File: src/rtl/prbs_bert.sv
module prbs_bert #(
  parameter int BIT_W    = 32,
  parameter int ERR_W    = 24,
  parameter int INS_W    = 24,
  parameter int WIN      = 64,
  parameter int OOS_ERRS = 6,
  parameter int VERIFY   = 48
) (
  input  logic             clk,
  input  logic             rst_n,
  input  logic             restart,
  input  logic             cfg_poly,
  input  logic [5:0]       cfg_len,
  input  logic [4:0]       cfg_tap,
  input  logic [31:0]      cfg_word,
  input  logic [2:0]       err_rate,
  input  logic             err_one,
  input  logic             tx_en,
  output logic             tx_bit,
  input  logic             rx_en,
  input  logic             rx_bit,
  output logic             in_sync,
  input  logic             pm_update,
  input  logic             stat_clr,
  output logic [BIT_W-1:0] bit_count,
  output logic [ERR_W-1:0] err_count,
  output logic             pm_status,
  output logic             pm_latched
);
  localparam int WW = $clog2(WIN);
  localparam int EW = $clog2(OOS_ERRS + 1);
  localparam int MW = $clog2(VERIFY + 1);
  localparam logic [BIT_W-1:0] BMAX = '1;
  localparam logic [ERR_W-1:0] EMAX = '1;

  function automatic logic [INS_W-1:0] pow10m1(input logic [2:0] n);
    logic [31:0] v;
    v = 32'd1;
    for (int i = 0; i < 7; i++) if (i < int'(n)) v = v * 32'd10;
    return INS_W'(v - 32'd1);
  endfunction

  logic [4:0]  li, ti;
  logic [31:0] seed, tx_s, rx_s;
  logic        tx_fb, rx_fb, mism;
  assign li    = cfg_len[4:0] - 5'd1;
  assign ti    = cfg_tap - 5'd1;
  assign seed  = cfg_poly ? '1 : cfg_word;
  assign tx_fb = tx_s[li] ^ (cfg_poly & tx_s[ti]);
  assign rx_fb = rx_s[li] ^ (cfg_poly & rx_s[ti]);
  assign mism  = rx_fb ^ rx_bit;

  logic             pend, rate_hit, inject;
  logic [INS_W-1:0] ins_cnt;
  assign rate_hit = (err_rate != 3'd0) && (ins_cnt == pow10m1(err_rate));
  assign inject   = tx_en & (pend | err_one | rate_hit);
  assign tx_bit   = tx_fb ^ inject;

  always_ff @(posedge clk or negedge rst_n)
    if (!rst_n) begin
      tx_s <= '1; pend <= 1'b0; ins_cnt <= '0;
    end else begin
      if (restart) tx_s <= seed;
      else if (tx_en) tx_s <= {tx_s[30:0], tx_fb};
      if (tx_en) pend <= 1'b0;
      else if (err_one) pend <= 1'b1;
      if (restart || err_rate == 3'd0) ins_cnt <= '0;
      else if (tx_en) ins_cnt <= rate_hit ? '0 : ins_cnt + 1'b1;
    end

  logic [MW-1:0] match;
  logic [WW-1:0] win;
  logic [EW-1:0] werr;

  always_ff @(posedge clk or negedge rst_n)
    if (!rst_n) begin
      rx_s <= '0; in_sync <= 1'b0; match <= '0; win <= '0; werr <= '0;
    end else if (restart) begin
      rx_s <= '0; in_sync <= 1'b0; match <= '0; win <= '0; werr <= '0;
    end else if (rx_en) begin
      if (!in_sync) begin
        rx_s <= {rx_s[30:0], rx_bit};
        if (mism) match <= '0;
        else if (match == MW'(VERIFY - 1)) begin
          in_sync <= 1'b1; match <= '0; win <= '0; werr <= '0;
        end else match <= match + 1'b1;
      end else begin
        rx_s <= {rx_s[30:0], rx_fb};
        win  <= (win == WW'(WIN - 1)) ? '0 : win + 1'b1;
        if (mism && werr == EW'(OOS_ERRS - 1)) begin
          in_sync <= 1'b0; werr <= '0;
        end else if (win == WW'(WIN - 1)) werr <= '0;
        else werr <= werr + EW'(mism);
      end
    end

  logic             upd_q, upd_rise, cnt_bit, cnt_err;
  logic [BIT_W-1:0] bit_cnt;
  logic [ERR_W-1:0] err_cnt;
  assign upd_rise = pm_update & ~upd_q;
  assign cnt_bit  = rx_en & in_sync;
  assign cnt_err  = cnt_bit & mism;

  always_ff @(posedge clk or negedge rst_n)
    if (!rst_n) begin
      upd_q <= 1'b0; bit_cnt <= '0; err_cnt <= '0; bit_count <= '0;
      err_count <= '0; pm_status <= 1'b0; pm_latched <= 1'b0;
    end else begin
      upd_q <= pm_update;
      if (upd_rise) begin
        bit_count <= bit_cnt;
        err_count <= err_cnt;
        bit_cnt   <= BIT_W'(cnt_bit);
        err_cnt   <= ERR_W'(cnt_err);
      end else begin
        if (cnt_bit && bit_cnt != BMAX) bit_cnt <= bit_cnt + 1'b1;
        if (cnt_err && err_cnt != EMAX) err_cnt <= err_cnt + 1'b1;
      end
      if (upd_rise) pm_status <= 1'b1;
      else if (!pm_update) pm_status <= 1'b0;
      if (upd_rise) pm_latched <= 1'b1;
      else if (stat_clr) pm_latched <= 1'b0;
    end

  p_search_reset_r3: assert property (@(posedge clk) disable iff (!rst_n)
    !in_sync && rx_en && mism |=> !in_sync);
  p_hold_sync_r4: assert property (@(posedge clk) disable iff (!rst_n)
    in_sync && !restart && !(rx_en && mism) |=> in_sync);
  p_err_sat_r6: assert property (@(posedge clk) disable iff (!rst_n)
    err_cnt == EMAX && !upd_rise |=> err_cnt == EMAX);
  p_bit_sat_r6: assert property (@(posedge clk) disable iff (!rst_n)
    bit_cnt == BMAX && !upd_rise |=> bit_cnt == BMAX);
  p_clear_r7: assert property (@(posedge clk) disable iff (!rst_n)
    upd_rise |=> bit_cnt <= BIT_W'(1) && err_cnt <= ERR_W'(1));
  p_status_r8: assert property (@(posedge clk) disable iff (!rst_n)
    $rose(pm_status) |-> $past(pm_update));
  p_latch_r8: assert property (@(posedge clk) disable iff (!rst_n)
    pm_status && !stat_clr |=> pm_latched);
endmodule

File: config.mk
export PLATFORM = sky130hd
export DESIGN_NAME = prbs_bert
export DESIGN_NICKNAME = d
export VERILOG_FILES = /design/src/rtl/prbs_bert.sv
export SDC_FILE = /design/constraint.sdc
export NUM_CORES = 1
export LEC_CHECK = 0
export BUFFER_PORTS_ARGS = -buffer_cell sky130_fd_sc_hd__buf_4
export CAP_MARGIN = 20
export CORE_MARGIN = 5
export CORE_UTILIZATION = 31
export CTS_CLUSTER_SIZE = 24
export DETAILED_ROUTE_END_ITERATION = 10
export PLACE_DENSITY_LB_ADDON = 0.12
export SKIP_CTS_REPAIR_TIMING = 1
export SYNTH_ARGS = -nofsm -noshare
export SYNTH_HDL_FRONTEND = slang
export SYNTH_SLANG_ARGS = --single-unit
File: constraint.sdc
create_clock -name clk -period 11.9 [get_ports clk]
set_input_delay 1.785 -clock clk [delete_from_list [all_inputs] [get_ports clk]]
set_output_delay 1.785 -clock clk [all_outputs]
set_load 0.01 [all_outputs]
After elaboration in Yosys (flattened, before gate mapping)
Index checks and enable logic that the tools add are counted.
Word-level totals
  bits in registers: 220
  input port bits: 56
  output and inout bits: 60
  logic and storage cells: 136
Cells by class
  add/sub/neg operators: 9
  $mul: 6
  magnitude comparators: 9
  eq/ne operators: 9
  multiplexer cells: 58
  bitwise operators: 13
  reductions and logical operators: 17
Operator list (number)
  $mux 32: 12
  $mul 32x3->31 const B: 5
  $mux 24: 6
  $mux 6: 11
  $add 24x1->24 const B: 2
  $add 32x1->32 const B: 1
  $mul 32x3->23 const B: 1
  $ne 32x32->1 const B: 1
  $eq 24x24->1: 1
  $ne 24x24->1 const B: 1
  $sub 24x1->24 const B: 1
  $mux 3: 7
  $bmux 1 s5: 4
  $mux 1: 17
  $reduce_bool 2->1: 7
  $add 6x1->6 const B: 2
  $eq 6x6->1 const B: 2
  $lt 5x6->1 const B: 2
  $sub 5x1->5 const B: 2
  $lt 3x3->1 const A: 3
  $and 1x1->1: 6
  $lt 1x3->1 const A: 2
  $lt 2x3->1 const A: 2
  $reduce_bool 3->1: 2
  14 further kinds: 21

Longest topological paths before layout
  depth in word-level cells: 20
  gate-level depth with buffers: 46

Least setup slack after synthesis
OpenSTA, ideal clock, no wires.
  kind: input port to output port
  start: input err_rate[0]
  end: output tx_bit
  arrival time: 10.729 ns
  required time: 10.115 ns
  slack: -0.614 ns
  stages on the path: 40
  buffers on the path: 5
  cell sequence: buf_6 buf_6 buf_2 a21oi_4 inv_1 ha_1 ha_1 and3b_1 a311o_1 a31oi_1 ha_1 ha_1 clkbuf_1 a211o_1 o211a_1 o31a_1 o41ai_2 ha_1 [4 not listed] nor3b_1 or2_2 ha_1 ha_1 clkbuf_1 nand4_1 or3_1 a211oi_1 nor3_1 xnor2_1 mux2_2 and2_1 xnor2_1 xnor2_1 or4_4 nor4_1 o31ai_1 xnor2_1
On the way
  cells in the longest elaborated chain, start to end: 20
  elaborated cells on any way between the ends: 27
  classes of those cells: add/sub (1); mul (6); order compare (7); eq/ne (1); mux (7); bitwise (3); reduce/logical (2)
Ends and longest elaborated chain
  from (decl): RTL line 16  | input logic [2:0] err_rate,
  $lt 1x3->1: RTL line 39  | for (int i = 0; i < 7; i++) if (i < int'(n)) v = v * 32'd10;
  $mux 4: RTL line 39
  $mul 32x3->31: RTL line 39
  $mux 32: RTL line 39
  $mul 32x3->31: RTL line 39
  $mux 32: RTL line 39
  $mul 32x3->31: RTL line 39
  $mux 32: RTL line 39
  [4 not listed]
  $mul 32x3->23: RTL line 39
  $mux 24: RTL line 39
  $sub 24x1->24: RTL line 40  | return INS_W'(v - 32'd1);
  $eq 24x24->1: RTL line 55  | assign rate_hit = (err_rate != 3'd0) && (ins_cnt == pow10m1(err_rate));
  $logic_and 1x1->1 (*): RTL line 55
  $or 1x1->1 (*): RTL line 56  | assign inject = tx_en & (pend | err_one | rate_hit);
  $and 1x1->1 (*): RTL line 56
  $xor 1x1->1 (*): RTL line 57  | assign tx_bit = tx_fb ^ inject;
  to (decl): RTL line 19  | output logic tx_bit,
Mark *: on every way between the ends. The rest lies on a longest branch, timed or not.

Worst setup path in the final report
  start: input err_rate[1]
  end: output tx_bit
Same word-level chain as after synthesis.

==> metrics.txt <==
Starting DRT DRC Count=approximately 770; final setup fails=1; final setup margin=-0.02214 ns; YS warnings=0; failing checks=negative setup slack; total grt overflow=0; footprint of the multi-input gates=0.01188 mm^2; met2 GRT Util=a little over a quarter; met3 Usage GRT=under 10%; Mapped Cells=1944; CP required=approximately 10 ns; die area=0.05928 mm^2; fin nets=2454; Final Max Slew Viols=0; number of buffers created by CTS=25; nature of the critical path startpoint=input port; max cap viols=0; worst hold path class=reg -> reg; met1 Use GR=22.53%; port bufs=around 110; DR DRC count=0; Mapped Avg Cell Area=8.692 um^2; R2R setup slack=between 7 and 8 ns; CP Class=in -> out; crit path DAT=approximately 10 ns; DRT antenna net count=0; All-Layer GR Usage=~16%; clock latency on the worst-skew pair=0.53 ns; Placeable Area=approximately 0.054 mm^2; vias in the first global route=~15000; Die H=243.5 um; Cell Area, Synth=between 0.015 and 0.02 mm^2; most frequent CP cell=ha_4; ys async rst share=100.0%; Tightest Pin Transition=about 1.1 ns; DRT Pass-1 Iters=5; Filler cells=5417; Hold WS=around 0.47 ns; Max Root-Sink Buffers=3; fin crit share=100.2%; H-tree depth=1; WL final=50090 um; most frequent cells in the layout=393 x buf_4, 309 x nand2_1, 202 x nor2_1; FMAX=83.88 MHz; Seq cells post-synth=between 200 and 250; initial antenna violation count=0; global route hottest layer=met2; Pwr Total=about 2.7 mW; Fin Clk Skew=between 0.02 and 0.025 ns; global-route wire length before repair=approximately 80000 um; status=finished, violations left; CTS tree=built; row count=85; Hold Vio Cnt, Final=0; proportion of layout cells with a drive suffix above 1=between 30% and 40%; CTS sink cnt=between 200 and 250; crit path max fanout=7; Worst VDD drop=approximately 0.094 mV; CP Capture Type=output port; Max transition margin=between 20 and 30%; Layout Cell Area excl Fill=0.02237 mm^2; Clock Tree Root=clkbuf_16; crit-path max cell delay=0.56 ns; Starting Density=31.34%; routed len/inst=between 15 and 20 um; dominant synthesized flop cell=dfrtp_1; vias per cell=roughly 5; Vias=15284; die width=between 200 and 250 um; Synth cell types=99; fraction of the yosys area taken by sequential cells=about a third; antenna cells=0; post-synth top area share=between 20% and 30%; CTS clk-pin slew, worst paths=about 0.06 ns; Min Clock Period, post-route=around 12 ns; # IOs=~120; synth-to-layout area growth=32.36%; top cells by area, synth=dfrtp_1 28%, ha_1 8.5%, nand2_1 7.0%; EDFF count, synth=0; static leakage=slightly above 10 nW; routability cong.=approximately 0.83; Detail Placement HPWL=about 36000 um; register area=~0.0055 mm^2; PwrDens=about 120 mW/mm^2; placed inst area=0.02031 mm^2; largest area contributor in the netlist=dfrtp_1; commonest non-fill, non-tap cell in the layout=buf_4; pin count of the biggest net entering global routing=between 100 and 150; RSZ-0062 raised after global routing=yes; slowest stage cell on the critical path=or4_4
[worst max-delay path: cells and delay by family]
kind            cells  cell delay, ns
xor+xnor            4            0.57
buf+inv             5            0.63
simple gates       11            1.99
mux                 2            0.53
compound gates     12            2.23
fa+ha+maj           8            2.39
[cell usage after synthesis, types with 6 or more instances]
| master | instances |
|---|---|
| nand2_1 | 317 |
| nor2_1 | 208 |
| dfrtp_1 | 188 |
| ha_1 | 115 |
| a21oi_1 | 106 |
| mux2i_1 | 81 |
| o21ai_0 | 73 |
| clkbuf_1 | 72 |
| nand3_1 | 64 |
| xor2_1 | 64 |
| xnor2_1 | 52 |
| inv_1 | 50 |
| nor3_1 | 46 |
| mux4_2 | 40 |
| and3_1 | 37 |
| dfstp_2 | 32 |
| o211ai_1 | 27 |
| nand4_1 | 22 |
| o21ai_1 | 21 |
| nor2b_1 | 20 |
| or3_1 | 20 |
| a211oi_1 | 18 |
| and2_1 | 17 |
| nand2b_1 | 17 |
| o22ai_1 | 14 |
| a21o_1 | 13 |
| a31oi_1 | 12 |
| o21a_1 | 12 |
| o31ai_1 | 11 |
| buf_1 | 10 |
| nor3b_1 | 9 |
| and4_1 | 8 |
| a211o_1 | 7 |
| buf_6 | 7 |
| a221oi_1 | 6 |
| a22oi_1 | 6 |
| buf_2 | 6 |
| mux2_2 | 6 |
| nor4_1 | 6 |
[through the flow]
| step | utilization (%) | std cells | setup slack, ns | TNS, ns |
|---|---|---|---|---|
| after floorplan | - | 1947 | 0.007057 | 0 |
| after global placement | 37.66 | 2918 | -0.7208 | -0.7208 |
| after detailed placement | 37.66 | 2918 | -0.6804 | -0.6804 |
| after CTS | 39.11 | 2963 | -0.7688 | -0.7688 |
| after global routing | 41.48 | 2994 | -0.4152 | -0.4152 |
| final | 41.48 | 2994 | -0.02214 | -0.02214 |
[cell type report]
cell class              count  share of cell area (%)
well taps                 696                   3.894
multi-input cells        1575                   53.10
repair buffers            405                   13.82
clock buffers              39                   3.211
clock inverters             6                  0.2909
inverters                  53                  0.8895
flip-flops and latches    220                   24.79
[routing by layer]
layer / vias up / routed length [um] / share of wire [%]
li1: 7612 / - / -
met1: 7445 / 23550 / 47
met2: 179 / 24460 / 49
met3: 48 / 1290 / 2.6
met4: 0 / 790 / 1.6
met5: - / 0 / 0
[registers in the layout (all words and copies together), names as in the netlist, 24 cells and up]
register and count:
bit_cnt 32, bit_count 32, rx_s 32, tx_s 32, err_cnt 24, err_count 24
ins_cnt 24
[worst paths after layout]
path | startpoint | end | depth (start not counted)
min in group asynchronous | rst_n | pm_latched | 1
max | err_rate[1] | tx_bit | 42
max in group asynchronous | rst_n | rx_s[26] | 2
min reg2reg | match[5] | match[5] | 1
max reg2reg | bit_cnt[8] | bit_cnt[21] | 14
min | match[5] | match[5] | 1
[power by group]
group / leakage (nW) / internal [mW] / switching (mW)
sequential: 2.95 / 0.770 / 0.0134
clock: 0.380 / 0.437 / 0.310
combinational: 6.95 / 0.605 / 0.578
total: 10.3 / 1.81 / 0.902
[cells by family (layout without fill, tap and decap cells)]
group | Yosys count | in the layout | synth area share, %
and+or+nand+nor | 819 | 819 | 22.41
AOI/OAI and AO/OA | 387 | 387 | 15.09
DFF | 220 | 220 | 32.82
buffers and inverters | 152 | 503 | 3.865
muxes | 127 | 127 | 10.53
xor gates and xnor gates | 119 | 119 | 6.375
adders and majority gates | 118 | 118 | 8.871
other | 2 | 5 | 0.04444
No activity file was read; power rests on OpenSTA's default activity.
